## config.mk

```make
export PLATFORM = sky130hd
export DESIGN_NAME = flash_op_seq
export DESIGN_NICKNAME = d
export VERILOG_FILES = /design/src/rtl/flash_seq_pkg.sv /design/src/rtl/flash_seq_fifo.sv /design/src/rtl/flash_seq_decode.sv /design/src/rtl/flash_op_seq.sv
export SDC_FILE = /design/constraint.sdc
export NUM_CORES = 1
export LEC_CHECK = 0
export BUFFER_PORTS_ARGS = -buffer_cell sky130_fd_sc_hd__buf_2
export CAP_MARGIN = 10
export CORE_MARGIN = 2
export CORE_UTILIZATION = 45
export CTS_BUF_LIST = sky130_fd_sc_hd__clkbuf_4
export CTS_CLUSTER_DIAMETER = 150
export CTS_CLUSTER_SIZE = 20
export DETAILED_ROUTE_END_ITERATION = 8
export GPL_TIMING_DRIVEN = 1
export PLACE_DENSITY = 0.66
export SLEW_MARGIN = 20
export SYNTH_ARGS = -nofsm -noshare
export SYNTH_HDL_FRONTEND = slang
export SYNTH_HIERARCHICAL = 1
export SYNTH_SLANG_ARGS = --single-unit
```

## constraint.sdc

```tcl
create_clock -name clk -period 4.57 [get_ports clk]
set_input_delay 0.2285 -clock clk [delete_from_list [all_inputs] [get_ports clk]]
set_output_delay 0.2285 -clock clk [all_outputs]
set_load 0.05 [all_outputs]
```

## src/rtl/flash_seq_pkg.sv

```systemverilog
package flash_seq_pkg;

    typedef enum logic [1:0] {
        OP_READ  = 2'd0,
        OP_PROG  = 2'd1,
        OP_ERASE = 2'd2,
        OP_BAD   = 2'd3
    } op_e;

    typedef enum logic [1:0] {
        ST_IDLE  = 2'd0,
        ST_XFER  = 2'd1,
        ST_ERASE = 2'd2
    } st_e;

    typedef struct packed {
        logic macro;
        logic win;
        logic prog;
        logic rd;
        logic op;
    } cause_t;

    localparam int unsigned CTL_START   = 0;
    localparam int unsigned CTL_OP_LSB  = 1;
    localparam int unsigned CTL_PART    = 3;
    localparam int unsigned CTL_INFO_LSB = 4;
    localparam int unsigned CTL_BANK    = 6;
    localparam int unsigned CTL_CNT_LSB = 16;

endpackage

```

## src/rtl/flash_seq_fifo.sv

```systemverilog
module flash_seq_fifo #(
    parameter int unsigned W     = 32,
    parameter int unsigned DEPTH = 4
) (
    input  logic         clk,
    input  logic         rst_n,
    input  logic         push,
    input  logic [W-1:0] wdata,
    input  logic         pop,
    output logic [W-1:0] rdata,
    output logic         full,
    output logic         empty
);
    localparam int unsigned PW = (DEPTH > 1) ? $clog2(DEPTH) : 1;
    localparam int unsigned CW = $clog2(DEPTH + 1);

    typedef struct packed {
        logic [PW-1:0] wp;
        logic [PW-1:0] rp;
        logic [CW-1:0] cnt;
    } ptr_t;

    ptr_t         p_d, p_q;
    logic [W-1:0] mem_q [DEPTH];
    logic         do_push, do_pop;

    assign full    = (p_q.cnt == CW'(DEPTH));
    assign empty   = (p_q.cnt == '0);
    assign do_push = push && !full;
    assign do_pop  = pop && !empty;
    assign rdata   = mem_q[p_q.rp];

    always_comb begin
        p_d = p_q;
        if (do_push) begin
            p_d.wp = (p_q.wp == PW'(DEPTH - 1)) ? '0 : p_q.wp + 1'b1;
        end
        if (do_pop) begin
            p_d.rp = (p_q.rp == PW'(DEPTH - 1)) ? '0 : p_q.rp + 1'b1;
        end
        case ({do_push, do_pop})
            2'b10:   p_d.cnt = p_q.cnt + 1'b1;
            2'b01:   p_d.cnt = p_q.cnt - 1'b1;
            default: p_d.cnt = p_q.cnt;
        endcase
    end

    always_ff @(posedge clk or negedge rst_n) begin
        if (!rst_n) p_q <= '0;
        else        p_q <= p_d;
    end

    always_ff @(posedge clk) begin
        if (do_push) mem_q[p_q.wp] <= wdata;
    end

endmodule

```

## src/rtl/flash_seq_decode.sv

```systemverilog
module flash_seq_decode
    import flash_seq_pkg::*;
#(
    parameter int unsigned ADDR_W     = 20,
    parameter int unsigned CNT_W      = 12,
    parameter int unsigned WIN_BYTES  = 64,
    parameter int unsigned PAGE_BYTES = 2048,
    parameter int unsigned BANK_PAGES = 16
) (
    input  logic [ADDR_W-1:0] addr,
    input  op_e               op,
    input  logic              bank,
    input  logic [CNT_W-1:0]  cnt_m1,
    output logic [ADDR_W-1:0] start_addr,
    output logic              win_cross
);
    localparam int unsigned WIN_LSB    = $clog2(WIN_BYTES);
    localparam int unsigned WIN_WORDS  = WIN_BYTES / 4;
    localparam int unsigned BANK_BYTES = PAGE_BYTES * BANK_PAGES;
    localparam logic [ADDR_W-1:0] WORD_MASK = ~ADDR_W'(3);
    localparam logic [ADDR_W-1:0] PAGE_MASK = ~ADDR_W'(PAGE_BYTES - 1);
    localparam logic [ADDR_W-1:0] BANK_MASK = ~ADDR_W'(BANK_BYTES - 1);

    logic [WIN_LSB-3:0] word_off;
    logic [CNT_W:0]     span;

    assign word_off = addr[WIN_LSB-1:2];
    assign span     = (CNT_W+1)'(word_off) + (CNT_W+1)'(cnt_m1);

    always_comb begin
        if (op == OP_ERASE) begin
            start_addr = addr & (bank ? BANK_MASK : PAGE_MASK);
        end else begin
            start_addr = addr & WORD_MASK;
        end
        win_cross = (op == OP_PROG) && (span >= (CNT_W+1)'(WIN_WORDS));
    end

endmodule

```

## src/rtl/flash_op_seq.sv

```systemverilog
module flash_op_seq
    import flash_seq_pkg::*;
#(
    parameter int unsigned ADDR_W      = 20,
    parameter int unsigned CNT_W       = 12,
    parameter int unsigned FIFO_DEPTH  = 4,
    parameter int unsigned WIN_BYTES   = 64,
    parameter int unsigned PAGE_BYTES  = 2048,
    parameter int unsigned BANK_PAGES  = 16,
    parameter int unsigned INIT_CYCLES = 8
) (
    input  logic              clk,
    input  logic              rst_n,
    input  logic              addr_we,
    input  logic [ADDR_W-1:0] addr_wdata,
    input  logic              ctrl_we,
    input  logic [31:0]       ctrl_wdata,
    input  logic              opstat_clr,
    output logic              op_done,
    output logic              op_err,
    output logic [4:0]        err_cause,
    output logic              busy,
    output logic              rdf_full,
    output logic              rdf_empty,
    output logic              pgf_full,
    output logic              pgf_empty,
    output logic              init_wip,
    input  logic              rdf_pop,
    output logic [31:0]       rdf_rdata,
    input  logic              pgf_push,
    input  logic [31:0]       pgf_wdata,
    output logic              fl_req,
    output logic [1:0]        fl_op,
    output logic              fl_part,
    output logic [1:0]        fl_info,
    output logic              fl_bank,
    output logic [ADDR_W-1:0] fl_addr,
    output logic [31:0]       fl_wdata,
    input  logic              fl_ack,
    input  logic [31:0]       fl_rdata,
    input  logic              fl_err
);
    localparam int unsigned INIT_W = $clog2(INIT_CYCLES + 1);

    typedef struct packed {
        st_e               st;
        logic [ADDR_W-1:0] addr_reg;
        logic [ADDR_W-1:0] cur;
        logic [CNT_W-1:0]  left;
        op_e               op;
        logic              part;
        logic [1:0]        info;
        logic              bank;
        logic              done;
        logic              err;
        cause_t            cause;
        logic [INIT_W-1:0] init_cnt;
    } seq_t;

    seq_t              s_d, s_q;
    op_e               op_w;
    logic [CNT_W-1:0]  cnt_w;
    logic [ADDR_W-1:0] dec_addr;
    logic              dec_cross;
    logic              fire;
    logic              rd_push, pg_pop;
    logic              unused_ctrl;

    assign op_w  = op_e'(ctrl_wdata[CTL_OP_LSB +: 2]);
    assign cnt_w = ctrl_wdata[CTL_CNT_LSB +: CNT_W];
    assign unused_ctrl = ^{ctrl_wdata[31:CTL_CNT_LSB+CNT_W], ctrl_wdata[CTL_CNT_LSB-1:CTL_BANK+1]};

    flash_seq_decode #(
        .ADDR_W    (ADDR_W),
        .CNT_W     (CNT_W),
        .WIN_BYTES (WIN_BYTES),
        .PAGE_BYTES(PAGE_BYTES),
        .BANK_PAGES(BANK_PAGES)
    ) u_decode (
        .addr      (s_q.addr_reg),
        .op        (op_w),
        .bank      (ctrl_wdata[CTL_BANK]),
        .cnt_m1    (cnt_w),
        .start_addr(dec_addr),
        .win_cross (dec_cross)
    );

    // Array request: a transfer waits on FIFO room or data, an erase goes at once.
    always_comb begin
        fl_req = 1'b0;
        if (s_q.st == ST_XFER) begin
            fl_req = (s_q.op == OP_READ) ? !rdf_full : !pgf_empty;
        end else if (s_q.st == ST_ERASE) begin
            fl_req = 1'b1;
        end
    end

    assign fire    = fl_req && fl_ack;
    assign rd_push = fire && (s_q.st == ST_XFER) && (s_q.op == OP_READ);
    assign pg_pop  = fire && (s_q.st == ST_XFER) && (s_q.op == OP_PROG);

    flash_seq_fifo #(.W(32), .DEPTH(FIFO_DEPTH)) u_rd_fifo (
        .clk  (clk),
        .rst_n(rst_n),
        .push (rd_push),
        .wdata(fl_rdata),
        .pop  (rdf_pop),
        .rdata(rdf_rdata),
        .full (rdf_full),
        .empty(rdf_empty)
    );

    flash_seq_fifo #(.W(32), .DEPTH(FIFO_DEPTH)) u_pg_fifo (
        .clk  (clk),
        .rst_n(rst_n),
        .push (pgf_push),
        .wdata(pgf_wdata),
        .pop  (pg_pop),
        .rdata(fl_wdata),
        .full (pgf_full),
        .empty(pgf_empty)
    );

    always_comb begin
        s_d = s_q;
        if (s_q.init_cnt != '0) s_d.init_cnt = s_q.init_cnt - 1'b1;
        if (addr_we) s_d.addr_reg = addr_wdata;
        if (opstat_clr) begin
            s_d.done = 1'b0;
            s_d.err  = 1'b0;
        end
        case (s_q.st)
            ST_IDLE: begin
                if (ctrl_we && ctrl_wdata[CTL_START] && (s_q.init_cnt == '0)) begin
                    s_d.done  = 1'b0;
                    s_d.err   = 1'b0;
                    s_d.cause = '0;
                    s_d.op    = op_w;
                    s_d.part  = ctrl_wdata[CTL_PART];
                    s_d.info  = ctrl_wdata[CTL_INFO_LSB +: 2];
                    s_d.bank  = ctrl_wdata[CTL_BANK];
                    s_d.cur   = dec_addr;
                    s_d.left  = cnt_w;
                    case (op_w)
                        OP_READ, OP_PROG: begin
                            if (dec_cross) begin
                                s_d.done      = 1'b1;
                                s_d.err       = 1'b1;
                                s_d.cause.win = 1'b1;
                            end else begin
                                s_d.st = ST_XFER;
                            end
                        end
                        OP_ERASE: s_d.st = ST_ERASE;
                        default: begin
                            s_d.done     = 1'b1;
                            s_d.err      = 1'b1;
                            s_d.cause.op = 1'b1;
                        end
                    endcase
                end
            end
            ST_XFER: begin
                if (fire) begin
                    if (fl_err) begin
                        if (s_q.op == OP_READ) s_d.cause.rd = 1'b1;
                        else                   s_d.cause.prog = 1'b1;
                    end
                    if (s_q.left == '0) begin
                        s_d.st   = ST_IDLE;
                        s_d.done = 1'b1;
                        s_d.err  = s_d.cause.rd | s_d.cause.prog;
                    end else begin
                        s_d.left = s_q.left - 1'b1;
                        s_d.cur  = s_q.cur + ADDR_W'(4);
                    end
                end
            end
            ST_ERASE: begin
                if (fire) begin
                    s_d.st          = ST_IDLE;
                    s_d.done        = 1'b1;
                    s_d.err         = fl_err;
                    s_d.cause.macro = fl_err;
                end
            end
            default: s_d.st = ST_IDLE;
        endcase
    end

    always_ff @(posedge clk or negedge rst_n) begin
        if (!rst_n) begin
            s_q          <= '0;
            s_q.st       <= ST_IDLE;
            s_q.op       <= OP_READ;
            s_q.init_cnt <= INIT_W'(INIT_CYCLES);
        end else begin
            s_q <= s_d;
        end
    end

    assign op_done   = s_q.done;
    assign op_err    = s_q.err;
    assign err_cause = s_q.cause;
    assign busy      = (s_q.st != ST_IDLE);
    assign init_wip  = (s_q.init_cnt != '0);
    assign fl_op     = s_q.op;
    assign fl_part   = s_q.part;
    assign fl_info   = s_q.info;
    assign fl_bank   = s_q.bank;
    assign fl_addr   = s_q.cur;

endmodule

```

==> metrics.txt <==
WL final 30.1 mm; startpoint types flip-flop; clock slew at reported path FFs 0.22 ns; Avg WL per Cell 18.8 µm; worst r2r dst op_err$_DFF_PN0_; outcome finished, final reports clean; DR top layer met4; Warnings, synthesis 6; Final Hold Viols 0; die area 0.0336 mm²; first-pass GRT wire length 47.2 mm; port bufs 213; Place WS 1.49 ns; WL met2 15.0 mm; CP max stage delay 0.57 ns; commonest non-fill, non-tap cell in the layout edfxtp_1; initial antenna violation count 2; largest net degree at the start of global routing 53; Post-Route M1 WL 12.7 mm; R2R depth 13; # IOs 229; multi-input logic area 0.00411 mm²; Post-CTS Setup Bufs 0; CTS tree built; fraction of layout cells with a size suffix above 1 0.322; met3 wire length 1.90 mm; core area 0.0316 mm²; Worst EP required 5.21 ns; Residual DRC 0; CTS H-tree depth 1; crit-path leading delay family compound AO/OA/AOI/OAI gates; row count 65; number of global-route vias before repair 8636; CTS Buffer Depth 3; drt initial violations 503; RSZ-0062 raised after global routing false; peak supply drop 0.000344 V; routed vias 8636; Syn Std Cell Area 0.0145 mm²; worst skew pair latency 0.72 ns; final count of negative-setup-slack endpoints 0; Slowest-stage cell, CP dlygate4sd3_1; Clock Skews 0.0412 ns; DR pass1 iterations 5; Reg-to-Reg Start s_q[51]$_DFFE_PN0P_; nets 1331; die width 183 µm; Area Overhead vs Synth 19.0%; Critical Path AT 4.14 ns; Setup CP Type flip-flop to flip-flop; pwr/cell area 568 mW/mm²; fmax 285 MHz; Final Max Tran Viols 0; Worst Tran Pin Value 0.944 ns; Util after Layout 0.545; TritonCTS Buffers 20; Antenna Nets Post-Route 0; hpwl dp 19.1 mm; vias per std cell 5.40; PnR worst setup slack 1.06 ns; average cell area after synthesis 16.5 µm²; Critical Path Sink Type flip-flop; Static Leak 6.51 nW; clock sink count 339; most frequent cells in the layout edfxtp_1 (256), buf_2 (212), dlygate4sd3_1 (130), dfrtp_1 (79), mux4_2 (60); Sequential cell area 0.00977 mm²; MaxCap Viol Count 0; cts hold-fix bufs 130; Buf+Inv Stages, Crit Path 1; HP Class input pin to async pin; Setup TNS 0 ns; fin crit share 0.767; flop-to-flop setup slack 1.06 ns; Initial Utilization 0.458; Min Clock Period, post-route 3.51 ns; Slew HR 0.368; maximum fanout along the worst path 3; post-synthesis instance total 878; crit-path cells ha_1 > fa_1 > a21o_1 > a2111oi_0 > a31oi_1 > a211oi_1 > o21ai_1 > nor2b_1 > a21oi_1 > o41ai_1 > o21ai_0 > a32oi_1 > dlygate4sd3_1; PostCTS Resize Cnt 0; gr usage total 0.178; global route total overflow 0; Root Buffer clkbuf_4; number of fill cells 2534; Placer Congestion 0.840; Die Y 183 µm
-- registers in the layout, summed over array words and instances (netlist names), 5 cells and up --
name / cells
u_pg_fifo/p_q: 7
s_q: 36
err_cause: 5
u_rd_fifo/p_q: 7
u_rd_fifo/mem_q: 128
u_pg_fifo/mem_q: 128
fl_addr: 20
-- metrics by stage --
stage	instances	total power [mW]	hold slack [ns]	area [µm²]
after floorplan	879	7.80	-0.0671	14500
after global placement	1432	8.51	0.329	15600
after detailed placement	1432	8.56	0.332	15600
after CTS	1598	9.89	0.0215	17200
after global routing	1600	10.3	0.0437	17200
final	1600	9.80	0.0646	17200
-- area by class of cell --
type                       count  share of cell area
inverter                      29             0.00631
clock buffer                  36              0.0157
antenna                        1            0.000145
timing repair buffer         356               0.144
sequential                   339               0.566
multi-input combinational    437               0.238
tap                          402              0.0292
-- worst max path at each step --
stage,slack (ns),depth (start not counted),from,to
5_1_grt,0.80,13,s_q[51]$_DFFE_PN0P_,op_err$_DFF_PN0_
3_3_place_gp,1.53,12,s_q[51]$_DFFE_PN0P_,op_done$_DFF_PN0_
4_1_cts,1.05,13,s_q[51]$_DFFE_PN0P_,op_err$_DFF_PN0_
3_5_place_dp,1.49,12,s_q[51]$_DFFE_PN0P_,op_done$_DFF_PN0_
6_report,1.06,13,s_q[51]$_DFFE_PN0P_,op_err$_DFF_PN0_
2_1_floorplan,1.10,12,u_pg_fifo/p_q[0]$_DFFE_PN0P_,u_rd_fifo/p_q[2]$_DFFE_PN0P_
-- metal layers --
layer,vias to the layer above,global-route usage
li1,3977,-
met1,4368,0.238
met2,250,0.304
met3,41,0.0339
met4,0,0.0384
met5,-,0
-- report_power, final --
| group | internal [mW] | switching (mW) | total, mW |
|---|---|---|---|
| registers | 3.85 | 0.463 | 4.31 |
| clock network | 0.350 | 0.871 | 1.22 |
| logic | 1.40 | 2.87 | 4.27 |
(Power assumes the default switching activity.)
